<file path="src/rtl/bg_pkg.sv">
package bg_pkg;
  typedef enum logic [1:0] {
    ST_RUN   = 2'd0,
    ST_DELAY = 2'd1,
    ST_OFF   = 2'd2,
    ST_RETRY = 2'd3
  } bg_state_t;
endpackage

</file>
<file path="src/rtl/bg_sync.sv">
module bg_sync #(
  parameter int W      = 2,
  parameter int STAGES = 2
) (
  input  logic         clk,
  input  logic         rst,
  input  logic [W-1:0] d,
  output logic [W-1:0] q
);
  logic [W-1:0] stage_q [STAGES];

  always_ff @(posedge clk) begin
    if (rst) begin
      for (int k = 0; k < STAGES; k++) stage_q[k] <= '0;
    end else begin
      stage_q[0] <= d;
      for (int k = 1; k < STAGES; k++) stage_q[k] <= stage_q[k-1];
    end
  end

  assign q = stage_q[STAGES-1];
endmodule

</file>
<file path="src/rtl/bg_bridge_fsm.sv">
module bg_bridge_fsm
  import bg_pkg::*;
#(
  parameter int DELAY_CYCLES   = 8,
  parameter int DISABLE_CYCLES = 20
) (
  input  logic clk,
  input  logic rst,
  input  logic trip,
  output logic run_en
);
  localparam int MAXC = (DELAY_CYCLES > DISABLE_CYCLES) ? DELAY_CYCLES : DISABLE_CYCLES;
  localparam int CW   = $clog2(MAXC + 1);
  localparam logic [CW-1:0] DLY_LAST = CW'(DELAY_CYCLES - 1);
  localparam logic [CW-1:0] DIS_LAST = CW'(DISABLE_CYCLES - 1);

  bg_state_t     state_q;
  logic [CW-1:0] cnt_q;

  always_ff @(posedge clk) begin
    if (rst) begin
      state_q <= ST_RUN;
      cnt_q   <= '0;
    end else begin
      case (state_q)
        ST_RUN: begin
          cnt_q <= '0;
          if (trip) state_q <= ST_DELAY;
        end
        ST_DELAY: begin
          if (cnt_q == DLY_LAST) begin
            state_q <= ST_OFF;
            cnt_q   <= '0;
          end else begin
            cnt_q <= cnt_q + 1'b1;
          end
        end
        ST_OFF: begin
          if (cnt_q == DIS_LAST) begin
            state_q <= ST_RETRY;
            cnt_q   <= '0;
          end else begin
            cnt_q <= cnt_q + 1'b1;
          end
        end
        default: begin
          cnt_q   <= '0;
          state_q <= trip ? ST_DELAY : ST_RUN;
        end
      endcase
    end
  end

  assign run_en = (state_q != ST_OFF);
endmodule

</file>
<file path="src/rtl/bg_thermal.sv">
module bg_thermal #(
  parameter int TW           = 8,
  parameter int TRIP_TEMP    = 165,
  parameter int RELEASE_TEMP = 150
) (
  input  logic          clk,
  input  logic          rst,
  input  logic [TW-1:0] temp_code,
  output logic          hot
);
  localparam logic [TW-1:0] TRIP_C = TW'(TRIP_TEMP);
  localparam logic [TW-1:0] REL_C  = TW'(RELEASE_TEMP);

  always_ff @(posedge clk) begin
    if (rst)                     hot <= 1'b0;
    else if (temp_code >= TRIP_C) hot <= 1'b1;
    else if (temp_code <= REL_C)  hot <= 1'b0;
  end
endmodule

</file>
<file path="src/rtl/bridge_guard_top.sv">
module bridge_guard_top #(
  parameter int NUM_BRIDGES    = 2,
  parameter int TW             = 8,
  parameter int SYNC_STAGES    = 2,
  parameter int DELAY_CYCLES   = 8,
  parameter int DISABLE_CYCLES = 20,
  parameter int TRIP_TEMP      = 165,
  parameter int RELEASE_TEMP   = 150
) (
  input  logic                   clk,
  input  logic                   rst,
  input  logic [NUM_BRIDGES-1:0] oc_raw,
  input  logic [TW-1:0]          temp_code,
  input  logic                   link_en,
  output logic [NUM_BRIDGES-1:0] fault,
  output logic [NUM_BRIDGES-1:0] bridge_en
);
  logic [NUM_BRIDGES-1:0] oc_s;
  logic [NUM_BRIDGES-1:0] trip;
  logic [NUM_BRIDGES-1:0] run_en;
  logic [NUM_BRIDGES-1:0] en_next;
  logic                   hot_q;

  bg_sync #(.W(NUM_BRIDGES), .STAGES(SYNC_STAGES)) u_sync (
    .clk (clk),
    .rst (rst),
    .d   (oc_raw),
    .q   (oc_s)
  );

  bg_thermal #(.TW(TW), .TRIP_TEMP(TRIP_TEMP), .RELEASE_TEMP(RELEASE_TEMP)) u_therm (
    .clk       (clk),
    .rst       (rst),
    .temp_code (temp_code),
    .hot       (hot_q)
  );

  for (genvar i = 0; i < NUM_BRIDGES; i++) begin : g_bridge
    assign trip[i] = link_en ? (|oc_s) : oc_s[i];

    bg_bridge_fsm #(.DELAY_CYCLES(DELAY_CYCLES), .DISABLE_CYCLES(DISABLE_CYCLES)) u_fsm (
      .clk    (clk),
      .rst    (rst),
      .trip   (trip[i]),
      .run_en (run_en[i])
    );
  end

  always_comb begin
    if (hot_q)        en_next = '0;
    else if (link_en) en_next = {NUM_BRIDGES{&run_en}};
    else              en_next = run_en;
  end

  always_ff @(posedge clk) begin
    if (rst) begin
      bridge_en <= '0;
      fault     <= '0;
    end else begin
      bridge_en <= en_next;
      fault     <= oc_s | {NUM_BRIDGES{hot_q}};
    end
  end
endmodule

</file>
<file path="config.mk">
export PLATFORM = sky130hd
export DESIGN_NAME = bridge_guard_top
export DESIGN_NICKNAME = d
export VERILOG_FILES = /design/src/rtl/bg_pkg.sv /design/src/rtl/bg_sync.sv /design/src/rtl/bg_bridge_fsm.sv /design/src/rtl/bg_thermal.sv /design/src/rtl/bridge_guard_top.sv
export SDC_FILE = /design/constraint.sdc
export NUM_CORES = 1
export LEC_CHECK = 0
export BUFFER_PORTS_ARGS = -buffer_cell sky130_fd_sc_hd__buf_2
export CAP_MARGIN = 10
export CELL_PAD_IN_SITES_DETAIL_PLACEMENT = 1
export CELL_PAD_IN_SITES_GLOBAL_PLACEMENT = 1
export CORE_MARGIN = 4
export CORE_UTILIZATION = 40
export DETAILED_ROUTE_END_ITERATION = 8
export PLACE_DENSITY_LB_ADDON = 0.3
export SLEW_MARGIN = 20
export SYNTH_ARGS = -nofsm -noshare
export SYNTH_HDL_FRONTEND = slang
export SYNTH_SLANG_ARGS = --single-unit
export TNS_END_PERCENT = 20
</file>
<file path="constraint.sdc">
create_clock -name clk -period 2.23 [get_ports clk]
set_input_delay 0.1115 -clock clk [delete_from_list [all_inputs] [get_ports clk]]
set_output_delay 0.1115 -clock clk [all_outputs]
set_load 0.05 [all_outputs]
</file>
# After elaboration in Yosys (flattened, before gate mapping)
# Memories as Yosys holds them, arrays and structs flattened.
# Cells that the tools add are included.
# word_totals
register_bits	19
latch_bits	0
ram_bits	4
romBits	0
in_bits	13
out_inout_bits	4
elab_cells	65
n_memories	1
# classes
n_addsub	2
n_mul	0
div_mod_pow	0
magnitude_cmp	2
eq_ne	16
shift	0
muxes	26
bitwise_logic	3
n_reduce_logical	8
# memory_table
name	depth	word_bits	read_ports	rd_ports_with_merged_regs	wr	line_no	text
u_sync.stage_q	2	2	2	0	2	bg_sync.sv:10	logic [W-1:0] stage_q [STAGES];
# ops
operator	n
$mux 5	4
$pmux 5 s2	2
$mux 2	9
$ne 2x1->1 const B	6
$pmux 2 s3	2
$add 5x1->5 const B	2
$eq 5x3->1 const B	2
$eq 5x5->1 const B	2
$mux 1	9
$ge 8x8->1 const B	1
$le 8x8->1 const B	1
$reduce_and 3->1	2
$eq 2x1->1 const B	2
$eq 2x2->1 const B	2
$logic_not 2->1	2
$ne 2x2->1 const B	2
$reduce_or 2->1	2
$or 1x1->1	2
$or 2x2->2	1
$reduce_and 2->1	1
$reduce_bool 2->1	1

# Logic depth before layout (Yosys ltp)
# Gate-level depths: netlist of the first run.
# An unclocked memory read counts as a cell.
# logic_depth
word_depth	5
depth_mapped	6
depth_no_buf	6

# Modules after synthesis
# Synthesis of the first run repeated with hierarchy kept, for this count alone.
# unflattened
cells_unflattened	124
hier_area_um2	1144.8
# by_module_without_submodules
module	n_inst	cells_per_inst	area_per_inst_um2	seq_area_each_um2
bg_bridge_fsm (g_bridge[1].u_fsm)	1	45	407.9	140.1
bg_bridge_fsm (g_bridge[0].u_fsm)	1	45	406.6	140.1
bridge_guard_top	1	15	141.4	80.1
bg_sync	1	10	120.1	80.1
bg_thermal	1	9	68.8	20.0

# Worst setup path before layout of the first run
# OpenSTA, ideal clock, no wires.
# synth_path
kind	register to register
from	reg g_bridge[0].u_fsm.state_q[0]
to	reg g_bridge[0].u_fsm.state_q[1]
setup_ns	0.072
arrival_ns	1.286
required_ns	2.158
slack_ns	0.873
path_stages_with_launch	6
path_buffers	0
period_less_slack_ns	1.357
cell_sequence	dfxtp_1 > inv_1 > ha_1 > nor3b_1 > o221a_2 > mux2i_1
# synth_via
elab_chain_len	3
elab_cells_between_ends	8
classes_between	eq/ne: 5; mux: 1; reduce/logical: 2
# synth_lines
element	line_no	text
start: declaration	bg_bridge_fsm.sv:17	bg_state_t state_q;
start signal: assignment	bg_bridge_fsm.sv:48	state_q <= trip ? ST_DELAY : ST_RUN;
$eq 2x2->1, or another cell as far along	bg_bridge_fsm.sv:25	case (state_q)
$ne 2x1->1 (no line)	--	
$reduce_and 3->1 (no line)	--	
# Parallel ways exist; a longest one is shown, timed or not.
# A chain may end at the register's enable or synchronous reset.

# Final worst setup path of the first run
# Same ends and word-level chain as after synthesis.

==> impl_table.tex, run 1 <==
\begin{tabular}{lr}
\hline
Metric & Value \\
\hline
\multicolumn{2}{l}{\textbf{Status}} \\
Run status & complete, no violations \\
\multicolumn{2}{l}{\textbf{Cells and area}} \\
Area growth from synthesis to layout & 13.8\% \\
Layout filler cell count & 311 \\
Fin area & 0.00124 mm\^{}2 \\
Number of nets in the layout & 161 \\
Fraction of final layout cells with drive strength greater than 1 & 15.3\% \\
Inserted Diodes & 0 \\
Fraction of the core area covered by cells at the end of the flow & 48.8\% \\
\multicolumn{2}{l}{\textbf{Detailed routing}} \\
Post-detailed-route wirelength per cell & 13.7 um \\
Initial drt markers & 56 \\
Via count & 857 \\
Final antenna-violating net count & 0 \\
Count of TritonRoute iterations in the first routing pass & 3 \\
Total DRC errors in the routed layout & 0 \\
Total wire length after detailed routing & 2290 um \\
Mean number of vias per cell & 5.13 \\
\multicolumn{2}{l}{\textbf{Timing}} \\
Min Clock Period, post-route & 1.52 ns \\
Final total negative setup slack & 0 ns \\
Actual slew at the worst max-slew pin & 0.370 ns \\
Worst max-slew margin expressed relative to the limit & 74.7\% \\
Maximum frequency from static timing analysis & 660 MHz \\
Setup repair after global routing missed its margin & no \\
Total of endpoints with negative setup slack in the final report & 0 \\
Worst Skew & 0.00367 ns \\
Final-report max-slew violation count & 0 \\
Final hold vios & 0 \\
Crit share post-route & 68.0\% \\
Hold WS & 0.0323 ns \\
\multicolumn{2}{l}{\textbf{Placed design}} \\
DP HPWL & 1820 um \\
Placed standard-cell area & 0.00120 mm\^{}2 \\
Number of buffer cells added on primary ports & 16 \\
Weighted congestion at the end of routability-driven global placement & 0.796 \\
\multicolumn{2}{l}{\textbf{Synth}} \\
Most area-hungry cell type in the Yosys netlist & dfxtp\_1 \\
Sequential share of the synthesized area & 42.2\% \\
Number of register bits inferred by synthesis & 23 \\
Most common cell in the netlist & dfxtp\_1 \\
Main area contributors after synthesis & dfxtp\_1 42\%, ha\_1 11\%, nor2\_1 4.8\%, nand2b\_1 4.6\%, a21oi\_1 3.7\% \\
Per-instance average area after synthesis & 9.33 um\^{}2 \\
Number of cells produced by synthesis & 117 \\
Count of flip-flops with a built-in enable after synthesis & 0 \\
Synth top area share & 42.2\% \\
Cell variety after synth & 24 \\
Post-synthesis async set-or-reset flop share & 0\% \\
Most used standard cells in the synthesized netlist & 23 x dfxtp\_1, 14 x nor2\_1, 10 x ha\_1 \\
Dominant synthesized flop cell & dfxtp\_1 \\
Synthesized area & 0.00109 mm\^{}2 \\
Count of yosys warnings during synthesis & 0 \\
Net count of the mapped netlist & 140 \\
\multicolumn{2}{l}{\textbf{Pwr}} \\
Lkg Pwr & 0.509 nW \\
Worst voltage drop across the vdd grid & 0.460 mV \\
PwrDens & 790 mW/mm\^{}2 \\
\multicolumn{2}{l}{\textbf{Flow run}} \\
Count of maximum capacitance violations & 0 \\
\multicolumn{2}{l}{\textbf{GRT}} \\
Global-route wire length before repair & 3910 um \\
Largest net degree at the start of global routing & 18 \\
Via count of the first global-routing pass & 890 \\
Tot GR Track Use & 14.8\% \\
Antenna violations before repair & 0 \\
Total congestion overflow & 0 \\
\multicolumn{2}{l}{\textbf{CTS}} \\
Clk\_lat worst skew & 0.30 ns \\
Clock transition at path regs & 0.12 ns \\
Maximum level of the CTS H-tree & 1 \\
Post-CTS setup buffer count & 0 \\
Num Clock Sinks & 23 \\
Clock tree from TritonCTS & done \\
Worst-case clock buffer depth & 2 \\
Root Buffer & clkbuf\_4 \\
TritonCTS Buffers & 3 \\
\multicolumn{2}{l}{\textbf{Worst setup path}} \\
Worst Path Buf+Inv & 1 \\
Sequence of cells on the critical path & inv\_1, ha\_1, nor3b\_1, o221a\_2, mux2i\_1 \\
Worst setup path endpoint & g\_bridge[0].u\_fsm.state\_q[1] \\
CP Depth & 5 \\
Startpoint kind of the worst setup timing path & flip-flop \\
Worst reg2reg setup slack & 0.71 ns \\
Category of cells accounting for the largest share of critical-path delay & flip-flops \\
Delay of the slowest critical-path stage & 0.40 ns \\
Required time reported for the critical path endpoint & 2.47 ns \\
Worst path arrival time & 1.76 ns \\
Standard cell with the maximum stage delay on the critical path & dfxtp\_1 \\
Setup Crit Path Kind & reg2reg \\
Reg2reg end & g\_bridge[0].u\_fsm.state\_q[1] \\
Biggest fanout along the worst timing path & 7 \\
Setup crit end kind & flip-flop \\
Number of cells traversed by the worst register-to-register path & 5 \\
Reg2reg start & g\_bridge[0].u\_fsm.state\_q[0] \\
Crit path from & g\_bridge[0].u\_fsm.state\_q[0] \\
\multicolumn{2}{l}{\textbf{Floorplanning}} \\
Core region area & 0.00254 mm\^{}2 \\
Boundary pin count & 17 \\
Count of standard-cell rows & 18 \\
Initial core utilization & 42.9\% \\
Die Footprint & 0.00363 mm\^{}2 \\
Die span in y & 60.2 um \\
Die X & 60.2 um \\
\multicolumn{2}{l}{\textbf{Worst hold path}} \\
Type of the worst min-delay path & in2reg \\
\hline
\end{tabular}
-- sequential cells by signal, indices dropped and copies added (netlist names) --
register and count:
bridge_en 2, fault 2, g_bridge.u_fsm.cnt_q 10, g_bridge.u_fsm.state_q 4, u_sync.stage_q 4, u_therm.hot 1
-- metal layers --
| metal | vias to the layer above | share of wire [%] | GRT usage (%) |
|---|---|---|---|
| met2 | 5 | 53 | 26.5 |
| met5 | - | 0 | 0 |
| li1 | 441 | - | - |
| met4 | 0 | 0.61 | 6.65 |
| met1 | 409 | 44 | 16.9 |
| met3 | 2 | 1.9 | 2.59 |
-- area by class of cell --
| class | instances | area [um^2] | share of cell area (%) |
|---|---|---|---|
| Clock buffer | 4 | 26.3 | 2.12 |
| Inverter | 6 | 22.5 | 1.81 |
| Multi-Input combinational cell | 87 | 604 | 48.7 |
| Sequential cell | 23 | 460 | 37.1 |
| Tap cell | 30 | 37.5 | 3.02 |
| Timing Repair Buffer | 17 | 90.1 | 7.26 |
-- through the flow --
step / total power, mW / setup WS [ns] / std cells
after floorplan: 0.723 / 0.873 / 117
after global placement: 0.784 / 0.796 / 162
after detailed placement: 0.804 / 0.741 / 162
after CTS: 0.999 / 0.695 / 167
after global routing: 1.07 / 0.497 / 167
final: 0.980 / 0.715 / 167
-- logic make-up after synthesis --
kind of cell,Yosys count,synth area share (%)
buf+inv,7,2.41
simple gates,48,23.2
fa+ha+maj,10,11.5
xor+xnor,6,4.82
mux,4,3.67
compound gates,19,12.3
flops,23,42.2
-- how the worst min path moves through the flow --
stage	slack, ns	cells past startpoint	end	startpoint
CTS	0.04	2	u_sync.stage_q[0][1]	oc_raw[1]
detailed placement	0.33	2	u_sync.stage_q[0][0]	oc_raw[0]
floorplan	0.23	1	bridge_en[0]	link_en
global placement	0.32	2	u_sync.stage_q[0][1]	oc_raw[1]
global route	0.04	2	u_therm.hot	temp_code[7]
finish	0.03	2	u_sync.stage_q[0][1]	oc_raw[1]
-- report_power, final --
part	internal [mW]	switching, mW	leakage [nW]
clock	0.0697	0.120	0.0150
sequential	0.449	0.0296	0.188
combinational	0.131	0.181	0.306
-- layout by cell type (no fill, tap or decap), types with 6 or more instances in the layout --
cell,instances
nor2_1,14
dfxtp_1,23
nor2b_1,6
nand2b_1,8
ha_1,10
a21oi_1,8
buf_2,16
inv_1,6
nor3_1,6
-- repair_timing --
item                      in CTS  in global routing
gates resized for setup        0                  0
hold endpoints to repair       1                  0
hold buffers                   1                  0
No activity file was read; power rests on OpenSTA's default activity.
==> run 2: changes to the inputs <==
CORE_UTILIZATION = 37   (was 40)
clock period = 1.35 ns   (was 2.23 ns; I/O delays follow)
==> impl_table.tex, run 2 (synthesis gave the netlist of run 1 again) <==
\begin{tabular}{lr}
\hline
Metric & Value \\
\hline
\multicolumn{2}{l}{\textbf{Pwr}} \\
Switching power & 630 uW (was 331 uW) \\
Proportion of power drawn by the clock network & 16.6\% (was 19.3\%) \\
PwrDens & 1270 mW/mm\^{}2 (was 790 mW/mm\^{}2) \\
Lkg Pwr & 0.586 nW (was 0.509 nW) \\
Fraction of power consumed by sequential logic & 43.4\% (was 48.8\%) \\
Int Power & 1.22 mW (was 650 uW) \\
Worst voltage drop across the vdd grid & 0.755 mV (was 0.460 mV) \\
Sw frac & 34.0\% (was 33.7\%) \\
Power after layout & 1.85 mW (was 980 uW) \\
Combinational Power Share & 40.0\% (was 31.9\%) \\
\multicolumn{2}{l}{\textbf{Floorplanning}} \\
Initial core utilization & 39.2\% (was 42.9\%) \\
Core region area & 0.00278 mm\^{}2 (was 0.00254 mm\^{}2) \\
Die span in y & 62.3 um (was 60.2 um) \\
Die X & 62.3 um (was 60.2 um) \\
Die Footprint & 0.00388 mm\^{}2 (was 0.00363 mm\^{}2) \\
Boundary pin count & 17 (unchanged) \\
Count of standard-cell rows & 19 (was 18) \\
\multicolumn{2}{l}{\textbf{Worst setup path}} \\
Delay of the slowest critical-path stage & 0.38 ns (was 0.40 ns) \\
Sequence of cells on the critical path & inv\_2, ha\_4, nor3b\_4, o221a\_4, mux2i\_1 (was inv\_1, ha\_1, nor3b\_1, o221a\_2, mux2i\_1) \\
Worst reg2reg setup slack & 0.01 ns (was 0.71 ns) \\
Startpoint kind of the worst setup timing path & flip-flop (unchanged) \\
Setup Crit Path Kind & reg2reg (unchanged) \\
Category of cells accounting for the largest share of critical-path delay & flip-flops (unchanged) \\
Biggest fanout along the worst timing path & 4 (was 7) \\
Worst path arrival time & 1.56 ns (was 1.76 ns) \\
Setup crit end kind & flip-flop (unchanged) \\
Required time reported for the critical path endpoint & 1.57 ns (was 2.47 ns) \\
Standard cell with the maximum stage delay on the critical path & dfxtp\_4 (was dfxtp\_1) \\
Worst Path Buf+Inv & 1 (unchanged) \\
\multicolumn{2}{l}{\textbf{Timing}} \\
Worst max-slew margin expressed relative to the limit & 78.4\% (was 74.7\%) \\
Maximum frequency from static timing analysis & 749 MHz (was 660 MHz) \\
Final hold vios & 0 (unchanged) \\
Worst Skew & 0.00259 ns (was 0.00367 ns) \\
Crit share post-route & 98.9\% (was 68.0\%) \\
Actual slew at the worst max-slew pin & 0.316 ns (was 0.370 ns) \\
Total of endpoints with negative setup slack in the final report & 0 (unchanged) \\
Hold WS & 0.0173 ns (was 0.0323 ns) \\
Final-report max-slew violation count & 0 (unchanged) \\
Setup repair after global routing missed its margin & yes (was no) \\
Min Clock Period, post-route & 1.34 ns (was 1.52 ns) \\
\multicolumn{2}{l}{\textbf{Cells and area}} \\
Fraction of final layout cells with drive strength greater than 1 & 33.1\% (was 15.3\%) \\
Inserted Diodes & 0 (unchanged) \\
Largest register by flop count & g\_bridge.u\_fsm.cnt\_q (unchanged) \\
Commonest non-fill, non-tap cell in the layout & dfxtp\_1 (unchanged) \\
Registers with the most flip-flops & g\_bridge.u\_fsm.cnt\_q (10), g\_bridge.u\_fsm.state\_q (4), u\_sync.stage\_q (4) (unchanged) \\
Area growth from synthesis to layout & 33.9\% (was 13.8\%) \\
Number of flip-flops in the largest register & 10 (unchanged) \\
Most frequent cells in the layout & 19 x dfxtp\_1, 16 x buf\_2, 12 x nor2\_1 (was 23 x dfxtp\_1, 16 x buf\_2, 14 x nor2\_1) \\
Number of nets in the layout & 172 (was 161) \\
\multicolumn{2}{l}{\textbf{CTS}} \\
Clock tree from TritonCTS & done (unchanged) \\
Clock transition at path regs & 0.12 ns (about the same) \\
Root Buffer & clkbuf\_4 (unchanged) \\
TritonCTS Buffers & 3 (unchanged) \\
Clk\_lat worst skew & 0.30 ns (about the same) \\
Worst-case clock buffer depth & 2 (unchanged) \\
Maximum level of the CTS H-tree & 1 (unchanged) \\
Num Clock Sinks & 23 (unchanged) \\
\multicolumn{2}{l}{\textbf{GRT}} \\
Total congestion overflow & 0 (unchanged) \\
Tot GR Track Use & 13.4\% (was 14.8\%) \\
Largest net degree at the start of global routing & 18 (unchanged) \\
Global-route wire length before repair & 4350 um (was 3910 um) \\
Antenna violations before repair & 0 (unchanged) \\
Via count of the first global-routing pass & 1001 (was 890) \\
\multicolumn{2}{l}{\textbf{Detailed routing}} \\
Mean number of vias per cell & 5.18 (was 5.13) \\
Total wire length after detailed routing & 2500 um (was 2290 um) \\
Final antenna-violating net count & 0 (unchanged) \\
Count of TritonRoute iterations in the first routing pass & 4 (was 3) \\
Via count & 928 (was 857) \\
Total DRC errors in the routed layout & 0 (unchanged) \\
Post-detailed-route wirelength per cell & 13.9 um (was 13.7 um) \\
Initial drt markers & 43 (was 56) \\
\multicolumn{2}{l}{\textbf{Worst hold path}} \\
Type of the worst min-delay path & in2reg (unchanged) \\
\multicolumn{2}{l}{\textbf{Placed design}} \\
Number of buffer cells added on primary ports & 16 (unchanged) \\
DP HPWL & 1840 um (was 1820 um) \\
Weighted congestion at the end of routability-driven global placement & 0.760 (was 0.796) \\
\multicolumn{2}{l}{\textbf{Status}} \\
Run status & complete, no violations (unchanged) \\
\multicolumn{2}{l}{\textbf{Flow run}} \\
Count of maximum capacitance violations & 0 (unchanged) \\
\hline
\end{tabular}
==> run 2: final cells by class <==
cell class,instances,area [um^2]
Inverter,6,22.5
Timing Repair Buffer,28,178
Sequential cell,23,470
Fill cell,320,1320
Multi-Input combinational cell,87,726
Tap cell,31,38.8
Clock buffer,4,26.3
==> run 2: timing repair <==
action                                  in CTS  in global routing
endpoints found under the setup margin       8                 13
buffers inserted                             1                  1
resized for setup                           12                 18
pin swaps                                    2                 10
hold buffers                                 3                  0
hold endpoints to repair                     4                  0
==> run 2: worst paths after layout <==
path | start | end | cells after the start
worst max-delay path | g_bridge[1].u_fsm.state_q[1] | g_bridge[1].u_fsm.state_q[1] | 5
worst min-delay path | temp_code[7] | u_therm.hot | 2
worst max register to register | g_bridge[1].u_fsm.state_q[1] | g_bridge[1].u_fsm.state_q[1] | 5
worst min register to register | u_sync.stage_q[0][0] | u_sync.stage_q[0][2] | 1
==> run 2: layer usage <==
metal	share of wire, %	global-route usage, %	wire length, um	up-vias
met4	1.7	5.31	43	0
met3	1.9	2.88	48	4
li1	-	-	-	468
met1	40	15.6	1010	447
met5	0	0	0	-
met2	56	23.6	1390	9
==> run 2: through the flow <==
step	area, um^2	std cells	worst slack, ns	util, %	TNS (ns)
finish	1460	179	0.0142	52.5	0
global route	1460	179	-0.112	52.5	-0.338
global placement	1260	170	0.0000504	45.4	0
floorplan	1100	117	0.0424	-	0
CTS	1370	178	-0.00973	49.3	-0.0101
detailed placement	1260	170	-0.0641	45.4	-0.448
==> run 2: power by group through the flow <==
stage	Combinational, mW	Clock, mW	Sequential, mW
3_5_place_dp	0.595	0	0.796
4_1_cts	0.647	0.326	0.793
3_3_place_gp	0.567	0	0.793
5_1_grt	0.817	0.375	0.815
2_1_floorplan	0.348	0	0.847
6_report	0.740	0.308	0.804
==> run 3: changes to the inputs <==
ABC_AREA = 1   (was default)
CORE_UTILIZATION = 36   (was 37)
==> impl_table.tex, run 3 <==
\begin{tabular}{lr}
\hline
Metric & Value \\
\hline
\multicolumn{2}{l}{\textbf{Worst hold path}} \\
Hold path start & temp\_code[6] (was temp\_code[7]) \\
Type of the worst min-delay path & in2reg (unchanged) \\
\multicolumn{2}{l}{\textbf{CTS}} \\
Post-CTS setup buffer count & 0 (was 1) \\
Root Buffer & clkbuf\_4 (unchanged) \\
Maximum level of the CTS H-tree & 1 (unchanged) \\
Worst-case clock buffer depth & 2 (unchanged) \\
Clock tree from TritonCTS & done (unchanged) \\
TritonCTS Buffers & 3 (unchanged) \\
Num Clock Sinks & 23 (unchanged) \\
Clk\_lat worst skew & 0.31 ns (was 0.30 ns) \\
Clock transition at path regs & 0.12 ns (about the same) \\
\multicolumn{2}{l}{\textbf{Flow run}} \\
Count of maximum capacitance violations & 0 (unchanged) \\
\multicolumn{2}{l}{\textbf{Timing}} \\
Total of endpoints with negative setup slack in the final report & 0 (unchanged) \\
Worst Skew & 0.00483 ns (was 0.00259 ns) \\
Worst max-slew margin expressed relative to the limit & 82.7\% (was 78.4\%) \\
Min Clock Period, post-route & 1.23 ns (was 1.34 ns) \\
Setup repair after global routing missed its margin & no (was yes) \\
Crit share post-route & 90.9\% (was 98.9\%) \\
Maximum frequency from static timing analysis & 815 MHz (was 749 MHz) \\
Actual slew at the worst max-slew pin & 0.262 ns (was 0.316 ns) \\
Final total negative setup slack & 0 ns (unchanged) \\
Final-report max-slew violation count & 0 (unchanged) \\
Final hold vios & 0 (unchanged) \\
\multicolumn{2}{l}{\textbf{Synth}} \\
Cell variety after synth & 18 (was 24) \\
Most common cell in the netlist & nor2\_1 (was dfxtp\_1) \\
Dominant synthesized flop cell & dfxtp\_1 (unchanged) \\
Net count of the mapped netlist & 165 (was 140) \\
Main area contributors after synthesis & dfxtp\_1 42\%, ha\_1 12\%, nor2\_1 10\%, nand2\_1 8.6\%, inv\_1 5.2\% (was dfxtp\_1 42\%, ha\_1 11\%, nor2\_1 4.8\%, nand2b\_1 4.6\%, a21oi\_1 3.7\%) \\
Count of yosys warnings during synthesis & 0 (unchanged) \\
Number of cells produced by synthesis & 142 (was 117) \\
Number of register bits inferred by synthesis & 23 (unchanged) \\
Most area-hungry cell type in the Yosys netlist & dfxtp\_1 (unchanged) \\
Count of flip-flops with a built-in enable after synthesis & 0 (unchanged) \\
Synth top area share & 42.4\% (was 42.2\%) \\
Most used standard cells in the synthesized netlist & 30 x nor2\_1, 25 x nand2\_1, 23 x dfxtp\_1 (was 23 x dfxtp\_1, 14 x nor2\_1, 10 x ha\_1) \\
Synthesized area & 0.00109 mm\^{}2 (about the same) \\
Sequential share of the synthesized area & 42.4\% (was 42.2\%) \\
Per-instance average area after synthesis & 7.65 um\^{}2 (was 9.33 um\^{}2) \\
Post-synthesis async set-or-reset flop share & 0\% (unchanged) \\
\multicolumn{2}{l}{\textbf{Detailed routing}} \\
Total wire length after detailed routing & 2410 um (was 2500 um) \\
Initial drt markers & 6 (was 43) \\
Final antenna-violating net count & 0 (unchanged) \\
Via count & 949 (was 928) \\
Count of TritonRoute iterations in the first routing pass & 4 (unchanged) \\
Mean number of vias per cell & 4.75 (was 5.18) \\
Total DRC errors in the routed layout & 0 (unchanged) \\
Post-detailed-route wirelength per cell & 12.0 um (was 13.9 um) \\
\multicolumn{2}{l}{\textbf{Worst setup path}} \\
Biggest fanout along the worst timing path & 4 (unchanged) \\
Required time reported for the critical path endpoint & 1.60 ns (was 1.57 ns) \\
Reg2reg start & g\_bridge[1].u\_fsm.cnt\_q[0] (was g\_bridge[1].u\_fsm.state\_q[1]) \\
Standard cell with the maximum stage delay on the critical path & dfxtp\_1 (was dfxtp\_4) \\
Worst path arrival time & 1.48 ns (was 1.56 ns) \\
Sequence of cells on the critical path & ha\_2, inv\_1, nor2\_2, nand2\_1, nand2\_2, nand3\_4, nand2\_1, nand2\_1, nor2\_1 (was inv\_2, ha\_4, nor3b\_4, o221a\_4, mux2i\_1) \\
Most frequent cell on the critical path & nand2\_1 \\
Worst Path Buf+Inv & 1 (unchanged) \\
Delay of the slowest critical-path stage & 0.38 ns (about the same) \\
Setup Crit Path Kind & reg2reg (unchanged) \\
Setup crit end kind & flip-flop (unchanged) \\
Category of cells accounting for the largest share of critical-path delay & simple AND/OR/NAND/NOR gates (was flip-flops) \\
Crit path from & g\_bridge[1].u\_fsm.cnt\_q[0] (was g\_bridge[1].u\_fsm.state\_q[1]) \\
Startpoint kind of the worst setup timing path & flip-flop (unchanged) \\
\multicolumn{2}{l}{\textbf{Cells and area}} \\
Fin area & 0.00132 mm\^{}2 (was 0.00146 mm\^{}2) \\
Largest register by flop count & g\_bridge.u\_fsm.cnt\_q (unchanged) \\
Commonest non-fill, non-tap cell in the layout & nor2\_1 (was dfxtp\_1) \\
Registers with the most flip-flops & g\_bridge.u\_fsm.cnt\_q (10), g\_bridge.u\_fsm.state\_q (4), u\_sync.stage\_q (4) (unchanged) \\
Number of nets in the layout & 193 (was 172) \\
Area growth from synthesis to layout & 21.1\% (was 33.9\%) \\
Number of flip-flops in the largest register & 10 (unchanged) \\
Fraction of the core area covered by cells at the end of the flow & 46.5\% (was 52.5\%) \\
Fraction of final layout cells with drive strength greater than 1 & 20.7\% (was 33.1\%) \\
Most frequent cells in the layout & 30 x nor2\_1, 25 x nand2\_1, 20 x dfxtp\_1 (was 19 x dfxtp\_1, 16 x buf\_2, 12 x nor2\_1) \\
Inserted Diodes & 0 (unchanged) \\
\multicolumn{2}{l}{\textbf{Pwr}} \\
Worst voltage drop across the vdd grid & 0.546 mV (was 0.755 mV) \\
PwrDens & 1420 mW/mm\^{}2 (was 1270 mW/mm\^{}2) \\
Lkg Pwr & 0.615 nW (was 0.586 nW) \\
Power after layout & 1.87 mW (was 1.85 mW) \\
\multicolumn{2}{l}{\textbf{Floorplanning}} \\
Die span in y & 62.9 um (was 62.3 um) \\
Core region area & 0.00283 mm\^{}2 (was 0.00278 mm\^{}2) \\
Die X & 62.9 um (was 62.3 um) \\
Initial core utilization & 38.4\% (was 39.2\%) \\
Die Footprint & 0.00396 mm\^{}2 (was 0.00388 mm\^{}2) \\
Boundary pin count & 17 (unchanged) \\
Count of standard-cell rows & 19 (unchanged) \\
\multicolumn{2}{l}{\textbf{Placed design}} \\
Weighted congestion at the end of routability-driven global placement & 0.824 (was 0.760) \\
DP HPWL & 1900 um (was 1840 um) \\
Placed standard-cell area & 0.00120 mm\^{}2 (was 0.00126 mm\^{}2) \\
Number of buffer cells added on primary ports & 16 (unchanged) \\
\multicolumn{2}{l}{\textbf{Status}} \\
Run status & complete, no violations (unchanged) \\
\multicolumn{2}{l}{\textbf{GRT}} \\
Largest net degree at the start of global routing & 13 (was 18) \\
Via count of the first global-routing pass & 1009 (was 1001) \\
Tot GR Track Use & 13.7\% (was 13.4\%) \\
Antenna violations before repair & 0 (unchanged) \\
Total congestion overflow & 0 (unchanged) \\
Global-route wire length before repair & 4310 um (was 4350 um) \\
\hline
\end{tabular}
-- run 3: changes by cell type in the layout (fill, tap and decap cells not counted), moves of 8 or more --
cell,before,now
buf_4,9,0
inv_1,3,15
nand2_1,3,25
nand2b_1,8,0
nor2_1,12,30
-- run 3: final cells by class --
type	instances	area, um^2
clock buffers	4	26.3
fillers	351	1510
inverters	19	71.3
multi-input cells	100	564
flip-flops and latches	23	464
well taps	31	38.8
repair buffers	23	150
-- run 3: worst register-to-register path: cells and delay by family (launching register included) --
family                     cells  cell delay (ns)
and+or+nand+nor                7             0.50
adders and majority gates      1             0.22
buffers and inverters          1             0.07
DFF                            1             0.38
-- run 3: layer usage --
metal,global-route usage (%),vias to the layer above,part of all wire (%)
li1,-,500,-
met1,14.7,435,42
met2,24.8,10,53
met3,2.88,4,2.7
met4,7.44,0,2.2
met5,0,-,0
-- run 3: cell families after synthesis --
group                      after synthesis  share of synthesized area [%]
xor gates and xnor gates                 4                           3.23
DFF                                     23                           42.4
and+or+nand+nor                         71                           28.5
AOI/OAI and AO/OA                       15                           7.83
buffers and inverters                   19                           6.57
adders and majority gates               10                           11.5
-- run 3: repair_timing --
| item | in CTS | in global routing |
|---|---|---|
| resized for setup | 0 | 6 |
| setup endpoints to repair | 0 | 8 |
| hold buffers | 7 | 0 |
| endpoints found under the hold margin | 9 | 0 |
-- run 3: per-stage QoR --
step	instances	hold slack, ns	worst slack (ns)
final	200	0.0603	0.123
after global routing	200	0.0636	0.00242
after CTS	200	0.0511	0.0350
after detailed placement	189	0.284	0.0509
after global placement	189	0.270	0.139
after floorplan	142	0.139	0.231
-- run 3: path summary, 6_finish.rpt --
check / endpoint / slack [ns] / cells after the start
min reg2reg: u_sync.stage_q[0][2] / 0.42 / 2
min: u_therm.hot / 0.06 / 3
max: g_bridge[1].u_fsm.state_q[0] / 0.12 / 9
max reg2reg: g_bridge[1].u_fsm.state_q[0] / 0.12 / 9
-- run 3: power breakdown --
part | switching [mW] | internal (mW)
registers | 0.0583 | 0.770
logic | 0.460 | 0.264
clock network | 0.202 | 0.115
total | 0.720 | 1.15
